$ cat config.mk
export PLATFORM = sky130hd
export DESIGN_NAME = brk_ctx_swap
export DESIGN_NICKNAME = d
export VERILOG_FILES = /design/src/rtl/brk_ctx_pkg.sv /design/src/rtl/brk_decode.sv /design/src/rtl/brk_en_flag.sv /design/src/rtl/brk_sequencer.sv /design/src/rtl/brk_swap_path.sv /design/src/rtl/brk_ctx_swap.sv
export SDC_FILE = /design/constraint.sdc
export NUM_CORES = 1
export LEC_CHECK = 0
export BUFFER_PORTS_ARGS = -buffer_cell sky130_fd_sc_hd__buf_2
export CORE_ASPECT_RATIO = 2
export CORE_MARGIN = 2
export CORE_UTILIZATION = 40
export DETAILED_ROUTE_END_ITERATION = 10
export GPL_TIMING_DRIVEN = 0
export HOLD_SLACK_MARGIN = 0.06
export PLACE_DENSITY = 0.7
export SYNTH_ARGS = -nofsm -noshare
export SYNTH_HDL_FRONTEND = slang
export SYNTH_SLANG_ARGS = --single-unit
$ cat constraint.sdc
create_clock -name clk -period 3.45 [get_ports clk]
set_clock_uncertainty 0.1 [all_clocks]
set_input_delay 0.69 -clock clk [delete_from_list [all_inputs] [get_ports clk]]
set_output_delay 0.69 -clock clk [all_outputs]
set_load 0.02 [all_outputs]
$ cat src/rtl/brk_ctx_pkg.sv
// Package for the breakpoint context swap controller.
// Holds the instruction codes and the instruction class type that the decoder and the datapath share.
package brk_ctx_pkg;
    localparam logic [7:0] OPC_JUMP     = 8'h00;
    localparam logic [7:0] OPC_BREAK    = 8'hB1;
    localparam logic [7:0] OPC_FLAG_CLR = 8'hB2;
    localparam logic [7:0] OPC_FLAG_SET = 8'hB3;

    typedef enum logic [2:0] {
        KIND_NONE,
        KIND_SET,
        KIND_CLR,
        KIND_JUMP,
        KIND_SWAP
    } op_kind_t;
endpackage

$ cat src/rtl/brk_decode.sv
// Instruction classifier.
// Maps the presented code to an instruction class and its fixed latency.
// Assumes the operand register is fully built and brk_en is the current flag state.
module brk_decode #(
    parameter int DW         = 32,
    parameter int CW         = 4,
    parameter int CYC_FLAG   = 1,
    parameter int CYC_JUMP   = 3,
    parameter int CYC_J0_HI  = 11,
    parameter int CYC_J0_LO  = 13,
    parameter int CYC_BRK_HI = 9,
    parameter int CYC_BRK_LO = 11
) (
    input  logic                  op_sec,
    input  logic [7:0]            op_code,
    input  logic [DW-1:0]         oreg,
    input  logic                  flag,
    input  logic                  prio_low,
    output brk_ctx_pkg::op_kind_t kind,
    output logic [CW-1:0]         ncyc
);
    import brk_ctx_pkg::*;

    // Classify the instruction and select its latency.
    always_comb begin
        kind = KIND_NONE;
        ncyc = '0;
        if (op_sec) begin
            if (op_code == OPC_FLAG_SET) begin
                kind = KIND_SET;
                ncyc = CW'(CYC_FLAG);
            end else if (op_code == OPC_FLAG_CLR) begin
                kind = KIND_CLR;
                ncyc = CW'(CYC_FLAG);
            end else if (op_code == OPC_BREAK) begin
                kind = KIND_SWAP;
                ncyc = prio_low ? CW'(CYC_BRK_LO) : CW'(CYC_BRK_HI);
            end
        end else if (op_code == OPC_JUMP) begin
            if (flag && (oreg == '0)) begin
                kind = KIND_SWAP;
                ncyc = prio_low ? CW'(CYC_J0_LO) : CW'(CYC_J0_HI);
            end else begin
                kind = KIND_JUMP;
                ncyc = CW'(CYC_JUMP);
            end
        end
    end
endmodule

$ cat src/rtl/brk_en_flag.sv
// Break-enable flag register.
// Assumes set and clr are never high together (they come from distinct instruction classes).
module brk_en_flag (
    input  logic clk,
    input  logic rst_n,
    input  logic set,
    input  logic clr,
    output logic flag
);
    // Hold the flag; reset clears it.
    always_ff @(posedge clk) begin
        if (!rst_n)   flag <= 1'b0;
        else if (set) flag <= 1'b1;
        else if (clr) flag <= 1'b0;
    end
endmodule

$ cat src/rtl/brk_sequencer.sv
// Latency sequencer.
// Counts the cycles of an accepted instruction and produces busy, done and the current step number.
// Assumes ncyc >= 1. A one-cycle instruction finishes at its accepting edge.
module brk_sequencer #(
    parameter int CW = 4
) (
    input  logic          clk,
    input  logic          rst_n,
    input  logic          start,
    input  logic [CW-1:0] ncyc,
    output logic          busy,
    output logic          done,
    output logic [CW-1:0] step,
    output logic          fin_imm,
    output logic          fin_busy
);
    logic [CW-1:0] lim_q;

    // Edges at which the output pointers must be loaded.
    always_comb begin
        fin_imm  = start && (ncyc == CW'(1));
        fin_busy = busy && (step == lim_q - CW'(1));
    end

    // Step counter, busy window and done pulse.
    always_ff @(posedge clk) begin
        if (!rst_n) begin
            busy  <= 1'b0;
            done  <= 1'b0;
            step  <= '0;
            lim_q <= '0;
        end else begin
            done <= 1'b0;
            if (fin_imm) begin
                done <= 1'b1;
            end else if (start) begin
                busy  <= 1'b1;
                step  <= CW'(1);
                lim_q <= ncyc;
            end else if (fin_busy) begin
                busy <= 1'b0;
                done <= 1'b1;
                step <= '0;
            end else if (busy) begin
                step <= step + CW'(1);
            end
        end
    end
endmodule

$ cat src/rtl/brk_swap_path.sv
// Pointer datapath and save-area memory port.
// Latches the operands at acceptance. During a swap it reads both saved words,
// then writes the old pointers, then presents the new pointer pair on completion.
// Assumes read data returns one cycle after mem_rd, and a swap spans at least 4 busy steps.
module brk_swap_path #(
    parameter int DW = 32,
    parameter int CW = 4
) (
    input  logic                  clk,
    input  logic                  rst_n,
    input  logic                  start,
    input  brk_ctx_pkg::op_kind_t kind,
    input  logic                  prio_low,
    input  logic [DW-1:0]         base_addr,
    input  logic [DW-1:0]         wptr_in,
    input  logic [DW-1:0]         iptr_in,
    input  logic [DW-1:0]         oreg,
    input  logic                  busy,
    input  logic [CW-1:0]         step,
    input  logic                  fin_imm,
    input  logic                  fin_busy,
    input  logic [DW-1:0]         mem_rdata,
    output logic                  mem_rd,
    output logic                  mem_wr,
    output logic [DW-1:0]         mem_addr,
    output logic [DW-1:0]         mem_wdata,
    output logic [DW-1:0]         wptr_out,
    output logic [DW-1:0]         iptr_out
);
    import brk_ctx_pkg::*;

    logic          swap_q, jump_q, lo_q;
    logic [DW-1:0] base_q, w_old_q, i_old_q, tgt_q, w_new_q, i_new_q;
    logic          act, second;
    logic [1:0]    idx;

    // Memory command for the current step.
    always_comb begin
        act       = busy && swap_q;
        second    = (step == CW'(2)) || (step == CW'(4));
        mem_rd    = act && ((step == CW'(1)) || (step == CW'(2)));
        mem_wr    = act && ((step == CW'(3)) || (step == CW'(4)));
        idx       = {lo_q, second};
        mem_addr  = base_q + {{(DW-4){1'b0}}, idx, 2'b00};
        mem_wdata = second ? i_old_q : w_old_q;
    end

    // Latch operands at acceptance.
    always_ff @(posedge clk) begin
        if (!rst_n) begin
            swap_q  <= 1'b0;
            jump_q  <= 1'b0;
            lo_q    <= 1'b0;
            base_q  <= '0;
            w_old_q <= '0;
            i_old_q <= '0;
            tgt_q   <= '0;
        end else if (start) begin
            swap_q  <= (kind == KIND_SWAP);
            jump_q  <= (kind == KIND_JUMP);
            lo_q    <= prio_low;
            base_q  <= base_addr;
            w_old_q <= wptr_in;
            i_old_q <= iptr_in;
            tgt_q   <= iptr_in + oreg;
        end
    end

    // Capture the saved words as they return from memory.
    always_ff @(posedge clk) begin
        if (!rst_n) begin
            w_new_q <= '0;
            i_new_q <= '0;
        end else begin
            if (act && (step == CW'(2))) w_new_q <= mem_rdata;
            if (act && (step == CW'(3))) i_new_q <= mem_rdata;
        end
    end

    // Present the resulting pointers at completion.
    always_ff @(posedge clk) begin
        if (!rst_n) begin
            wptr_out <= '0;
            iptr_out <= '0;
        end else if (fin_imm) begin
            wptr_out <= wptr_in;
            iptr_out <= iptr_in;
        end else if (fin_busy) begin
            wptr_out <= swap_q ? w_new_q : w_old_q;
            iptr_out <= swap_q ? i_new_q : (jump_q ? tgt_q : i_old_q);
        end
    end
endmodule

$ cat src/rtl/brk_ctx_swap.sv
// Breakpoint context swap controller (top).
// Accepts a decoded instruction while idle. Executes flag set/clear, plain jump or a
// priority-indexed pointer swap with a save area, each with a fixed latency.
// Assumes the memory port returns read data one cycle after the request.
module brk_ctx_swap #(
    parameter int DW         = 32,
    parameter int CYC_FLAG   = 1,
    parameter int CYC_JUMP   = 3,
    parameter int CYC_J0_HI  = 11,
    parameter int CYC_J0_LO  = 13,
    parameter int CYC_BRK_HI = 9,
    parameter int CYC_BRK_LO = 11
) (
    input  logic          clk,
    input  logic          rst_n,
    input  logic          op_valid,
    input  logic          op_sec,
    input  logic [7:0]    op_code,
    input  logic [DW-1:0] oreg,
    input  logic          prio_low,
    input  logic [DW-1:0] base_addr,
    input  logic [DW-1:0] wptr_in,
    input  logic [DW-1:0] iptr_in,
    output logic          busy,
    output logic          done,
    output logic          brk_en,
    output logic [DW-1:0] wptr_out,
    output logic [DW-1:0] iptr_out,
    output logic          mem_rd,
    output logic          mem_wr,
    output logic [DW-1:0] mem_addr,
    output logic [DW-1:0] mem_wdata,
    input  logic [DW-1:0] mem_rdata
);
    import brk_ctx_pkg::*;

    localparam int MAX_A = (CYC_J0_HI > CYC_J0_LO) ? CYC_J0_HI : CYC_J0_LO;
    localparam int MAX_B = (CYC_BRK_HI > CYC_BRK_LO) ? CYC_BRK_HI : CYC_BRK_LO;
    localparam int MAX_C = (CYC_JUMP > CYC_FLAG) ? CYC_JUMP : CYC_FLAG;
    localparam int MAX_AB = (MAX_A > MAX_B) ? MAX_A : MAX_B;
    localparam int MAXC  = (MAX_AB > MAX_C) ? MAX_AB : MAX_C;
    localparam int CW    = $clog2(MAXC + 1);

    op_kind_t      kind;
    logic [CW-1:0] ncyc, step;
    logic          accept, fin_imm, fin_busy;

    // Acceptance: a known instruction presented while idle.
    always_comb accept = op_valid && !busy && (kind != KIND_NONE);

    brk_decode #(
        .DW(DW), .CW(CW), .CYC_FLAG(CYC_FLAG), .CYC_JUMP(CYC_JUMP),
        .CYC_J0_HI(CYC_J0_HI), .CYC_J0_LO(CYC_J0_LO),
        .CYC_BRK_HI(CYC_BRK_HI), .CYC_BRK_LO(CYC_BRK_LO)
    ) u_decode (
        .op_sec(op_sec), .op_code(op_code), .oreg(oreg), .flag(brk_en),
        .prio_low(prio_low), .kind(kind), .ncyc(ncyc)
    );

    brk_en_flag u_flag (
        .clk(clk), .rst_n(rst_n),
        .set(accept && (kind == KIND_SET)),
        .clr(accept && (kind == KIND_CLR)),
        .flag(brk_en)
    );

    brk_sequencer #(.CW(CW)) u_seq (
        .clk(clk), .rst_n(rst_n), .start(accept), .ncyc(ncyc),
        .busy(busy), .done(done), .step(step),
        .fin_imm(fin_imm), .fin_busy(fin_busy)
    );

    brk_swap_path #(.DW(DW), .CW(CW)) u_path (
        .clk(clk), .rst_n(rst_n), .start(accept), .kind(kind),
        .prio_low(prio_low), .base_addr(base_addr), .wptr_in(wptr_in),
        .iptr_in(iptr_in), .oreg(oreg), .busy(busy), .step(step),
        .fin_imm(fin_imm), .fin_busy(fin_busy), .mem_rdata(mem_rdata),
        .mem_rd(mem_rd), .mem_wr(mem_wr), .mem_addr(mem_addr),
        .mem_wdata(mem_wdata), .wptr_out(wptr_out), .iptr_out(iptr_out)
    );
endmodule

==> results of run 1 <==
worst paths after layout:
check / to / cells past startpoint / slack (ns)
min reg2reg: u_path.base_q[0] / 2 / 0.36
max: mem_addr[24] / 14 / -0.30
min: u_path.base_q[22] / 3 / 0.28
max reg2reg: u_path.wptr_out[21] / 9 / 0.35
metrics by stage:
stage	power (uW)	std cells
floorplan	3550	1725
global placement	3820	2474
detailed placement	3830	2474
CTS	6650	2531
global route	6820	2538
finish	6630	2538
cell families (layout without fill, tap and decap cells):
group | after synthesis | after routing
other cells | 0 | 3
compound gates | 462 | 462
mux | 99 | 99
fa+ha+maj | 40 | 40
buf+inv | 141 | 506
xor+xnor | 54 | 54
flops | 270 | 270
simple gates | 659 | 659
report_power, final:
group	internal, uW	switching [uW]
sequential	3120	6.39
clock	1610	1250
combinational	264	376
metal layers:
| metal | GRT usage | up-vias |
|---|---|---|
| li1 | - | 6719 |
| met1 | 0.269 | 6797 |
| met2 | 0.543 | 660 |
| met3 | 0.0364 | 275 |
| met4 | 0.292 | 0 |
| met5 | 0 | - |
layout make-up:
type	instances	area (sq um)
clock inverter	6	32.5
inverter	15	61.3
buffer	125	542
antenna	3	7.51
sequential	270	5410
fill	3416	17500
multi-input combinational	1314	8470
timing repair buffer	321	1710
tap	445	557
clock buffer	39	811
registers in the layout (all words and copies together) (netlist names):
| name | cells |
|---|---|
| u_seq.step | 4 |
| u_path.jump_q | 1 |
| u_path.swap_q | 1 |
| u_path.w_old_q | 32 |
| u_path.iptr_out | 32 |
| u_seq.busy | 1 |
| u_path.i_old_q | 32 |
| u_path.lo_q | 1 |
| u_flag.flag | 1 |
| u_path.w_new_q | 32 |
| u_path.i_new_q | 32 |
| u_seq.lim_q | 4 |
| u_seq.done | 1 |
| u_path.tgt_q | 32 |
| u_path.wptr_out | 32 |
| u_path.base_q | 32 |
worst max-delay path: stages (launching register included):
cell and delay, ns:
dfxtp_4 0.39, inv_4 0.05, ha_4 0.16, mux2i_4 0.15, nor2_4 0.06, clkbuf_16 0.15, ha_4 0.16, fa_2 0.37
nand3_4 0.12, nor2_4 0.05, and2_4 0.18, nor2b_4 0.14, nand4_1 0.15, xnor2_2 0.12, buf_4 0.15
cell usage after synthesis (7+ instances only):
cell type / number
nand2_1: 438
dfxtp_1: 270
a21boi_0: 183
clkbuf_1: 100
nor2_1: 81
mux2i_1: 67
a21oi_1: 63
o211ai_1: 53
o21ai_0: 41
ha_1: 38
xnor2_1: 38
o211a_1: 36
mux2_2: 32
nand3_1: 31
nor2b_1: 25
a221oi_1: 18
nand4_1: 18
buf_2: 17
a21o_1: 16
xor2_1: 16
inv_1: 15
and2_1: 14
nor3_1: 9
o21a_1: 8
nor4_1: 7
timing repair:
item	4_1_cts	5_1_grt
buffers inserted	13	4
pin swaps	13	7
gates resized for setup	54	17
setup endpoints to repair	56	38
==> metrics.cfg, run 1 <==
[floorplan]
core_area_sq_um = 35100
fp.dieH_um = 271
die-area_sq_um = 37200
io_pins = 306
initial_utilization = 0.405
rows = 97
die_w_um = 137

[clock_tree]
cts_buffer_depth = 3
tritoncts = yes
ctsHoldBuffers = 0
worstSkewPairLatency_ns = 0.55
cts_sinks = 270
htreeDepth = 1
cts_made_buffers = 26
cts_root_buf = clkbuf_16
path_clk_slew_ns = 0.06

[detailed_routing]
met3WireLength_um = 3150
routed_via_density = 5.69
routed-via-count = 14500
drt-met1-wl_um = 17800
firstDrtPassIters = 5
finalWirelength_um = 57000
drt_iter0_drc = 963
met2_length_um = 29300
route.detailed.drc = 0
wire_per_inst_um = 22.5
ant_nets = 0
top_layer_used = met4

[timing]
setup_tns_ns = -3.77
max_freq_mhz = 266
finalSetupViolCount = 19
period_share = 1.09
layout_setup_ws_ns = -0.303
tightest_slew_ns = 1.03
drv_slew = 0
period_needed_ns = 3.75
relSlewSlack = 0.313
rsz0062_at_grt = yes
finalHoldViolations = 0
hold_slack_ns = 0.282

[power_and_ir_drop]
worst_ir_drop_vdd_mv = 0.326
p_leak_uw = 0.00712
power.density_nw_per_um2 = 377

[yosys]
synthSimpleGateAreaFrac = 0.200
synth_mux_area_frac = 0.0725
synth_xor_area_frac = 0.0333
synth_edf_count = 0
synthTopCellsByArea = dfxtp_1 38%, nand2_1 12%, a21boi_0 9.7%
ys_ff_latch = 270
synthesis.instances = 1725
ys_async_sr_fraction = 0
synth_top_area_frac = 0.380
yosys.area.top_type = dfxtp_1
yosysWarnings = 0
synth_area_sq_um = 14200
syn-num-nets = 1938
synth_fa_ha_area_frac = 0.0362
synth_compound_area_frac = 0.237
seq_area_frac_synth = 0.380
yosysUniqueCellTypes = 74
synth_area_per_cell_sq_um = 8.24
synth_top_family_by_area = compound AO/OA/AOI/OAI gates
synth_ff_type = dfxtp_1

[worst_hold_path]
min_from = base_addr[22]
hp-class = in2reg

[finish]
final_common_cell = nand2_1
final_cell_mix = 433 x nand2_1, 298 x buf_2, 267 x dfxtp_1
postLayoutCoreUtil = 0.502
layout.nets = 2286
area_delta_synth_final_pct = 23.8
final_cell_area_sq_um = 17600
drive_above_1_share = 0.227

[critical_path]
crit_path_end_kind = output port
cp.required_ns = 2.66
rr_startpoint = u_seq.lim_q[0]
critical_path_class = reg2out
startpoint = u_seq.step[1]
crit_path_start_kind = flip-flop
crit_fanout = 5
cp.arrival_ns = 2.96

[place]
dpl.hpwl_um = 45900
io_buffers = 304
place_congestion = 0.977
placed_area_sq_um = 16400
pre_cts_slack_ns = -0.897

[grt]
grt_max_degree = 15
grt_pass1_vias = 14600
grt_pass1_wl_um = 82100
overflow = 0
antenna_found_initial = 3
track_usage = 0.298

[run_status]
status = finished, violations left
violations = setup timing

[job]
maxCapViolCount = 0

Note: power is estimated with default switching activity, not from simulation.
==> run 2: changes to the inputs <==
--- a/config.mk
+++ b/config.mk
@@ -8,11 +8,11 @@
 export BUFFER_PORTS_ARGS = -buffer_cell sky130_fd_sc_hd__buf_2
 export CORE_ASPECT_RATIO = 2
 export CORE_MARGIN = 2
-export CORE_UTILIZATION = 40
+export CORE_UTILIZATION = 42
 export DETAILED_ROUTE_END_ITERATION = 10
 export GPL_TIMING_DRIVEN = 0
 export HOLD_SLACK_MARGIN = 0.06
-export PLACE_DENSITY = 0.7
+export PLACE_DENSITY = 0.73
 export SYNTH_ARGS = -nofsm -noshare
 export SYNTH_HDL_FRONTEND = slang
 export SYNTH_SLANG_ARGS = --single-unit
==> metrics.cfg, run 2 (synthesis gave the netlist of run 1 again) <==
[run_status]
status = finished, violations left  ; unchanged
violations = setup timing  ; unchanged

[place]
dpl.hpwl_um = 45100  ; was 45900 um
dp.cells = 2465  ; was 2474
io_buffers = 304  ; unchanged
place_congestion = 0.962  ; was 0.977
pre_cts_slack_ns = -0.785  ; was -0.897 ns

[critical_path]
reg2reg_depth = 8  ; was 9
crit_path_end_kind = output port  ; unchanged
cp.required_ns = 2.66  ; about the same
rr_startpoint = u_flag.flag  ; was u_seq.lim_q[0]
crit_fanout = 5  ; unchanged
r2r_end = u_seq.lim_q[1]  ; was u_path.wptr_out[21]
endpoint = mem_addr[24]  ; unchanged
reg2reg_slack_ns = 0.43  ; was 0.35 ns
critical_path_class = reg2out  ; unchanged
cp.arrival_ns = 2.98  ; was 2.96 ns
startpoint = u_seq.step[1]  ; unchanged
crit_path_start_kind = flip-flop  ; unchanged

[detailed_routing]
firstDrtPassIters = 6  ; was 5
met3WireLength_um = 3200  ; was 3150 um
drt-met1-wl_um = 18200  ; was 17800 um
top_layer_used = met4  ; unchanged
routed-via-count = 14500  ; about the same
met2_length_um = 28900  ; was 29300 um
wire_per_inst_um = 22.4  ; was 22.5 um
ant_nets = 0  ; unchanged
finalWirelength_um = 56700  ; was 57000 um
routed_via_density = 5.72  ; was 5.69
route.detailed.drc = 0  ; unchanged
drt_iter0_drc = 770  ; was 963

[finish]
final_cell_mix = 433 x nand2_1, 299 x buf_2, 267 x dfxtp_1  ; was 433 x nand2_1, 298 x buf_2, 267 x dfxtp_1
drive_above_1_share = 0.228  ; was 0.227
area_delta_synth_final_pct = 23.8  ; about the same
final_common_cell = nand2_1  ; unchanged
final_cells = 2530  ; was 2538
layout.nets = 2285  ; was 2286
postLayoutCoreUtil = 0.525  ; was 0.502

[timing]
finalHoldViolations = 0  ; unchanged
drv_slew = 0  ; unchanged
period_share = 1.09  ; about the same
relSlewSlack = 0.290  ; was 0.313
layout_setup_ws_ns = -0.320  ; was -0.303 ns
setup_tns_ns = -4.02  ; was -3.77 ns
rsz0062_at_grt = yes  ; unchanged
tightest_slew_ns = 1.05  ; was 1.03 ns
finalSetupViolCount = 20  ; was 19
period_needed_ns = 3.77  ; was 3.75 ns
max_freq_mhz = 265  ; was 266 MHz
hold_slack_ns = 0.283  ; was 0.282 ns

[grt]
grt_max_degree = 15  ; unchanged
grt_pass1_vias = 14700  ; was 14600
grt_pass1_wl_um = 83100  ; was 82100 um
antenna_found_initial = 3  ; unchanged
track_usage = 0.311  ; was 0.298
overflow = 0  ; unchanged

[clock_tree]
cts_made_buffers = 26  ; unchanged
htreeDepth = 1  ; unchanged
cts_root_buf = clkbuf_16  ; unchanged
worstSkewPairLatency_ns = 0.55  ; about the same
path_clk_slew_ns = 0.06  ; about the same
cts_sinks = 270  ; unchanged
cts_buffer_depth = 3  ; unchanged
tritoncts = yes  ; unchanged

[power_and_ir_drop]
p_leak_uw = 0.00713  ; was 0.00712 uW
power.density_nw_per_um2 = 383  ; was 377 nW/um^2
worst_ir_drop_vdd_mv = 0.366  ; was 0.326 mV

[floorplan]
io_pins = 306  ; unchanged
die-area_sq_um = 35400  ; was 37200 sq um
die_w_um = 134  ; was 137 um
rows = 95  ; was 97
initial_utilization = 0.424  ; was 0.405
core_area_sq_um = 33500  ; was 35100 sq um
fp.dieH_um = 264  ; was 271 um

[worst_hold_path]
hp-class = in2reg  ; unchanged

[job]
maxCapViolCount = 0  ; unchanged

run 2: cell type report:
type / instances / area [sq um]
fillers: 3233 / 15900
multi-input cells: 1314 / 8450
repair buffers: 321 / 1720
diodes: 2 / 5.00
clock inverters: 10 / 116
well taps: 436 / 546
flip-flops and latches: 270 / 5410
clock buffers: 38 / 766
inverters: 15 / 61.3
plain buffers: 124 / 528
run 2: how the worst min path moves through the flow:
| stage | slack, ns | cells past startpoint | end | from |
|---|---|---|---|---|
| global route | 0.29 | 3 | u_path.base_q[29] | base_addr[29] |
| global placement | 0.35 | 2 | u_path.tgt_q[5] | u_path.tgt_q[5] |
| finish | 0.28 | 3 | u_path.base_q[22] | base_addr[22] |
| floorplan | 0.34 | 2 | u_path.tgt_q[3] | u_path.tgt_q[3] |
| detailed placement | 0.36 | 2 | u_path.i_new_q[6] | u_path.i_new_q[6] |
| CTS | 0.28 | 3 | u_path.base_q[22] | base_addr[22] |
run 2: worst max-delay path, stage by stage, from the launching register on:
cell and delay, ns:
dfxtp_4 0.38, inv_4 0.05, ha_4 0.15, mux2i_2 0.18, nor2_2 0.07, clkbuf_8 0.15
ha_4 0.16, fa_2 0.37, nand3_4 0.12, nor2_4 0.04, and2_4 0.18, nor2b_4 0.15
nand4_1 0.15, xnor2_2 0.12, buf_4 0.15
run 2: per-stage QoR:
step / power (uW) / instance area (sq um)
3_3_place_gp: 3830 / 16400
2_1_floorplan: 3550 / 14300
3_5_place_dp: 3840 / 16400
4_1_cts: 6750 / 17500
5_1_grt: 6920 / 17600
6_report: 6740 / 17600
run 2: where the power goes:
group | switching, uW | total (uW) | internal, uW
clock | 1270 | 2960 | 1690
sequential | 6.16 | 3130 | 3120
combinational | 389 | 654 | 265
run 2: metal layers:
metal	vias up	global-route usage
met1	6756	0.291
met5	-	0
met3	293	0.0399
li1	6703	-
met2	715	0.567
met4	0	0.294
run 2: what timing repair did:
item                                    CTS  global route
hold buffers                              0             0
endpoints found under the hold margin     0             0
pin swaps                                 9            10
buffers inserted                         11             6
gates resized for setup                  49            23
endpoints found under the setup margin   49            35
